<file path="src/rtl/nlg_pkg.sv">
package nlg_pkg;

  // Detection mode derived from the threshold signs
  typedef enum logic [1:0] {
    NL_OFF      = 2'd0,  // active threshold negative: no gating
    NL_ACT_ONLY = 2'd1,  // reactive threshold negative: active term only
    NL_BOTH     = 2'd2   // both terms must be under threshold
  } nl_mode_t;

endpackage

</file>
<file path="src/rtl/nlg_abs_sat.sv">
module nlg_abs_sat #(
  parameter int DW = 28
) (
  input  logic [DW-1:0] val_i,
  output logic [DW-1:0] mag_o
);
  localparam logic [DW-1:0] MOST_NEG = {1'b1, {(DW-1){1'b0}}};
  localparam logic [DW-1:0] MOST_POS = {1'b0, {(DW-1){1'b1}}};

  always_comb begin
    if (val_i == MOST_NEG)
      mag_o = MOST_POS;
    else if (val_i[DW-1])
      mag_o = (~val_i) + {{(DW-1){1'b0}}, 1'b1};
    else
      mag_o = val_i;
  end
endmodule

</file>
<file path="src/rtl/nlg_thr_ext.sv">
module nlg_thr_ext #(
  parameter int TW = 24,
  parameter int DW = 28
) (
  input  logic [TW-1:0] thr_i,
  output logic [DW-1:0] thr_o,
  output logic          neg_o
);
  localparam int EXT = DW - TW;

  assign thr_o = {{EXT{thr_i[TW-1]}}, thr_i};
  assign neg_o = thr_i[TW-1];
endmodule

</file>
<file path="src/rtl/nlg_phase.sv">
module nlg_phase
  import nlg_pkg::*;
#(
  parameter int DW = 28
) (
  input  logic          clk,
  input  logic          rst,
  input  logic          en,
  input  nl_mode_t      mode,
  input  logic [DW-1:0] act_i,
  input  logic [DW-1:0] rea_i,
  input  logic [DW-1:0] act_thr,
  input  logic [DW-1:0] rea_thr,
  output logic          noload_o,
  output logic [DW-1:0] act_o,
  output logic [DW-1:0] rea_o
);
  logic [DW-1:0] act_mag, rea_mag;
  logic          act_low, rea_low, nl_next;

  nlg_abs_sat #(.DW(DW)) u_abs_act (.val_i(act_i), .mag_o(act_mag));
  nlg_abs_sat #(.DW(DW)) u_abs_rea (.val_i(rea_i), .mag_o(rea_mag));

  // Thresholds are non-negative whenever they are used, so an unsigned compare is exact
  always_comb begin
    act_low = (mode != NL_OFF) && (act_mag <= act_thr);
    rea_low = (mode == NL_ACT_ONLY) || (rea_mag <= rea_thr);
    nl_next = act_low && rea_low;
  end

  always_ff @(posedge clk) begin
    if (rst) begin
      noload_o <= 1'b0;
      act_o    <= '0;
      rea_o    <= '0;
    end else if (en) begin
      noload_o <= nl_next;
      act_o    <= nl_next ? '0 : act_i;
      rea_o    <= nl_next ? '0 : rea_i;
    end
  end

  assert_gate_zero_R5: assert property (@(posedge clk) disable iff (rst)
    noload_o |-> (act_o == '0 && rea_o == '0));

  assert_off_low_R8: assert property (@(posedge clk) disable iff (rst)
    (en && mode == NL_OFF) |=> !noload_o);

  assert_hold_R2: assert property (@(posedge clk) disable iff (rst)
    !en |=> ($stable(noload_o) && $stable(act_o) && $stable(rea_o)));

  assert_mag_sign_R7: assert property (@(posedge clk) disable iff (rst)
    en |-> (!act_mag[DW-1] && !rea_mag[DW-1]));

  assert_pass_R4: assert property (@(posedge clk) disable iff (rst)
    en |=> (noload_o || (act_o == $past(act_i) && rea_o == $past(rea_i))));
endmodule

</file>
<file path="src/rtl/noload_gate.sv">
module noload_gate
  import nlg_pkg::*;
#(
  parameter int NPH = 3,
  parameter int DW  = 28,
  parameter int TW  = 24
) (
  input  logic             clk,
  input  logic             rst,
  input  logic             s_valid,
  input  logic [NPH*DW-1:0] act_pwr,
  input  logic [NPH*DW-1:0] rea_pwr,
  input  logic [TW-1:0]    act_thr,
  input  logic [TW-1:0]    rea_thr,
  output logic             m_valid,
  output logic [NPH*DW-1:0] act_gated,
  output logic [NPH*DW-1:0] rea_gated,
  output logic [NPH-1:0]   noload
);
  logic [DW-1:0] act_thr_x, rea_thr_x;
  logic          act_neg, rea_neg;
  nl_mode_t      mode;

  nlg_thr_ext #(.TW(TW), .DW(DW)) u_ext_act (
    .thr_i(act_thr), .thr_o(act_thr_x), .neg_o(act_neg));
  nlg_thr_ext #(.TW(TW), .DW(DW)) u_ext_rea (
    .thr_i(rea_thr), .thr_o(rea_thr_x), .neg_o(rea_neg));

  always_comb begin
    if (act_neg)      mode = NL_OFF;
    else if (rea_neg) mode = NL_ACT_ONLY;
    else              mode = NL_BOTH;
  end

  for (genvar p = 0; p < NPH; p++) begin : g_ph
    nlg_phase #(.DW(DW)) u_ph (
      .clk     (clk),
      .rst     (rst),
      .en      (s_valid),
      .mode    (mode),
      .act_i   (act_pwr[p*DW +: DW]),
      .rea_i   (rea_pwr[p*DW +: DW]),
      .act_thr (act_thr_x),
      .rea_thr (rea_thr_x),
      .noload_o(noload[p]),
      .act_o   (act_gated[p*DW +: DW]),
      .rea_o   (rea_gated[p*DW +: DW])
    );
  end

  always_ff @(posedge clk) begin
    if (rst) m_valid <= 1'b0;
    else     m_valid <= s_valid;
  end

  assert_valid_rise_R2: assert property (@(posedge clk) disable iff (rst)
    s_valid |=> m_valid);

  assert_valid_low_R2: assert property (@(posedge clk) disable iff (rst)
    !s_valid |=> !m_valid);

  assert_flag_stable_R2: assert property (@(posedge clk) disable iff (rst)
    !s_valid |=> $stable(noload));
endmodule

</file>
<file path="config.mk">
export PLATFORM = sky130hd
export DESIGN_NAME = noload_gate
export DESIGN_NICKNAME = d
export VERILOG_FILES = /design/src/rtl/nlg_pkg.sv /design/src/rtl/nlg_abs_sat.sv /design/src/rtl/nlg_thr_ext.sv /design/src/rtl/nlg_phase.sv /design/src/rtl/noload_gate.sv
export SDC_FILE = /design/constraint.sdc
export NUM_CORES = 1
export LEC_CHECK = 0
export ABC_AREA = 0
export CAP_MARGIN = 20
export CORE_UTILIZATION = 31
export DETAILED_ROUTE_END_ITERATION = 10
export DONT_BUFFER_PORTS = 1
export GPL_ROUTABILITY_DRIVEN = 0
export PLACE_DENSITY_LB_ADDON = 0.15
export SYNTH_ARGS = -nofsm -noshare
export SYNTH_HDL_FRONTEND = slang
export SYNTH_SLANG_ARGS = --single-unit
export TNS_END_PERCENT = 20
</file>
<file path="constraint.sdc">
create_clock -name clk -period 5.4 [get_ports clk]
set_input_delay 1.08 -clock clk [delete_from_list [all_inputs] [get_ports clk]]
set_output_delay 1.08 -clock clk [all_outputs]
set_load 0.02 [all_outputs]
</file>
==> impl_metrics.ini <==
[synth]
ys_seq_elements = 172
synth_top_family_by_area = compound AO/OA/AOI/OAI gates
synth_edf_count = 0
synth-simple-area-share_pct = 18.5
synthFlopType = dfxtp_1
synth-xor-area-share_pct = 7.62
synth_fa_ha_area_share_pct = 16.8
synth_compound_area_share_pct = 25.2
yosysSeqAreaShare_pct = 26.5
synthesis.nets = 1941
yosysTopAreaCell = dfxtp_1
synth.top_cells.by_count = nand2_1 (212), ha_1 (174), dfxtp_1 (172)
yosysWarnings = 0
syn_inst = 1548
synth_cell_types = 73
synthMuxAreaShare_pct = 1.10
synth_top_area_share_pct = 26.5
synth.area.top_cells = dfxtp_1 (27%), ha_1 (17%), a22o_1 (11%)
post-synth-top-count-cell = nand2_1
synth_area_per_cell_sq_um = 8.39
syn_area_sq_um = 13000
async_flop_share_pct = 0

[worst_setup_path]
crit_start = rea_pwr[71]
crit_end = g_ph[2].u_ph.rea_o[15]
r2r_start = g_ph[0].u_ph.act_o[19]
r2r_cells = 1
cp-end-kind = register
critPathLaunchType = input pin
worstSetupPathType = in -> reg
worstPathArrival_ps = 5330
required_ps = 5780
cp_max_fo = 28
reg2reg_slack_ps = 4590
reg2reg_to = g_ph[0].u_ph.act_o[19]

[pwr]
powerDensity_nw_per_um2 = 251
seqPwrFrac_pct = 41.9
p_leak_nw = 6.23
p_total_mw = 3.59
p_comb_share_pct = 20.7
ir_drop_v = 0.000178
clockPowerShare_pct = 37.4
p_switching_mw = 1.16
internal-power_mw = 2.43
netSwitchingFraction_pct = 32.2

[floorplan]
start_util_pct = 31.6
io_pins = 391
die_h_um = 207
dieWidth_um = 207
die_area_sq_um = 42700
row_count = 74
core_area_sq_um = 41100

[placement]
place_hpwl_um = 35700
place_area_sq_um = 13700
io_buffers = 0

[clock_tree]
postCtsSetupBuffers = 0
ctsHtreeMaxLevel = 4
clk_latency_ps = 480
clock_path_buffers = 2
cts_hold_buf = 0
clk_pin_slew_ps = 70
ctsResizeCount = 0
cts_buffers = 17
root_buffer = clkbuf_16
clock_sinks = 172
cts_tree = done

[sta]
hold_viol = 0
worstMarginPinSlew_ps = 859
fmax_mhz = 202
slew_headroom_pct = 42.7
finalCritPeriodShare_pct = 91.7
setup_viol = 0
rsz0062_at_grt = no
fin_skew_ps = 0
fin_setup_tns_ps = 0
hold_ws_ps = 584
slew_viol_final = 0
fin_crit_ps = 4950

[routing]
final_antenna_net_count = 0
totalWireLength_um = 44000
viasPerCell = 5.54
detail_route.wl_per_cell_um = 21.3
vias = 11500
drt-pass1-iter-count = 11
drt-initial-drc-count = 634
route.detailed.drc = 21

[min_path]
min_from = g_ph[2].u_ph.noload_o
hp-class = reg -> reg

[layout]
multi_input_area_sq_um = 9030
utilization_pct = 34.8
n_fill_cell = 4327
fin_nets = 1916
stdcell_area_sq_um = 14300
regArea_sq_um = 3440
antenna_cells = 0
syn_to_final_growth_pct = 10.2
drive_above_1_share_pct = 5.92

[status]
status = finished with violations
violations = design-rule violations

[global_route]
grt_max_degree = 97
grt_pass1_vias = 11000
grt_overflow = 0
grt_pass1_wl_um = 64800
grt_usage_pct = 20.3
antenna_found_initial = 0

[job]
drv_cap = 0
## metal layers
layer	up-vias	global-route usage, %	share of wire, %	wire length, um
met5	-	0	0	0
met4	0	5.50	1.3	558
met3	28	6.39	8.1	3580
met2	346	29.2	42	18300
met1	5345	28.8	49	21500
li1	5740	-	-	-
## final cells by class
type,instances,area share (%)
clock buffers,18,3.07
clock inverters,14,1.29
inverters,66,1.73
multi-input cells,1236,63.1
flip-flops and latches,172,24.1
well taps,532,4.65
repair buffers,30,2.10
## logic make-up (layout without fill, tap and decap cells)
kind of cell,Yosys count,after routing
AOI/OAI and AO/OA,450,450
adders and majority gates,174,174
muxes,14,14
and+or+nand+nor,485,485
DFF,172,172
buffers and inverters,140,128
xor gates and xnor gates,113,113
## worst max-delay path, cell delays in order
cell and delay (ps):
or4_4 560, nor4_4 170, or4b_1 530, or4b_4 550
nor2_1 320, nor3_1 90, a21oi_1 210, ha_1 300
nand4_1 120, a2111oi_0 70, or4_1 510, a22oi_1 190
buf_4 160, a21oi_4 70, buf_12 190, a22o_2 200
## state kept, by name (all words and copies together) (netlist names)
name	cells
g_ph.u_ph.rea_o	84
g_ph.u_ph.noload_o	3
g_ph.u_ph.act_o	84
m_valid	1
## power groups by stage
stage,clock [mW],sequential (mW),combinational [mW]
after floorplan,0,1.51,0.582
after global placement,0,1.54,0.722
after detailed placement,0,1.53,0.742
after CTS,1.39,1.51,0.746
after global routing,1.42,1.52,0.854
final,1.34,1.51,0.741
## metrics by stage
step                cells  worst slack (ps)
floorplan            1548              22.1
global placement     2036             -8.14
detailed placement   2036             -33.0
CTS                  2068               496
global route         2068               201
finish               2068               447
## worst min-delay path by stage
stage,to,slack [ps],cells after the start
2_1_floorplan,g_ph[1].u_ph.noload_o,430,2
6_report,g_ph[2].u_ph.noload_o,580,2
3_5_place_dp,g_ph[2].u_ph.noload_o,570,2
5_1_grt,g_ph[2].u_ph.noload_o,630,2
4_1_cts,g_ph[2].u_ph.noload_o,590,2
3_3_place_gp,g_ph[2].u_ph.noload_o,570,2
## layout by cell type (no fill, tap or decap), types with 3 or more instances in the layout
| cell type | synthesis | final |
|---|---|---|
| nand2_1 | 212 | 212 |
| ha_1 | 174 | 174 |
| dfxtp_1 | 172 | 172 |
| a22o_1 | 169 | 169 |
| xor2_1 | 102 | 102 |
| a21oi_1 | 83 | 82 |
| o21ai_0 | 67 | 67 |
| inv_1 | 66 | 66 |
| nor2_1 | 51 | 49 |
| nand4_1 | 38 | 38 |
| nor3_1 | 34 | 34 |
| o31ai_1 | 33 | 33 |
| nand3_1 | 27 | 27 |
| buf_4 | 3 | 24 |
| nor4_1 | 20 | 20 |
| or3_1 | 20 | 20 |
| or4_1 | 18 | 18 |
| o41ai_1 | 18 | 18 |
| clkbuf_16 | 0 | 17 |
| a21o_1 | 14 | 14 |
| nor2b_1 | 13 | 13 |
| mux2i_1 | 12 | 12 |
| o211ai_1 | 12 | 12 |
| xnor2_1 | 11 | 11 |
| nand2b_1 | 10 | 10 |
| or2_2 | 8 | 8 |
| nand3b_1 | 7 | 7 |
| o21a_1 | 6 | 6 |
| and3_1 | 6 | 6 |
| a211oi_1 | 6 | 6 |
| a211o_1 | 6 | 6 |
| buf_12 | 0 | 6 |
| a21boi_0 | 4 | 4 |
| a31oi_1 | 4 | 4 |
| clkinv_4 | 0 | 4 |
| o311ai_0 | 3 | 3 |
| or2_1 | 3 | 3 |
| a221oi_1 | 3 | 3 |
| a22oi_1 | 3 | 3 |
| bufinv_16 | 0 | 3 |
No activity file was read; power rests on OpenSTA's default activity.
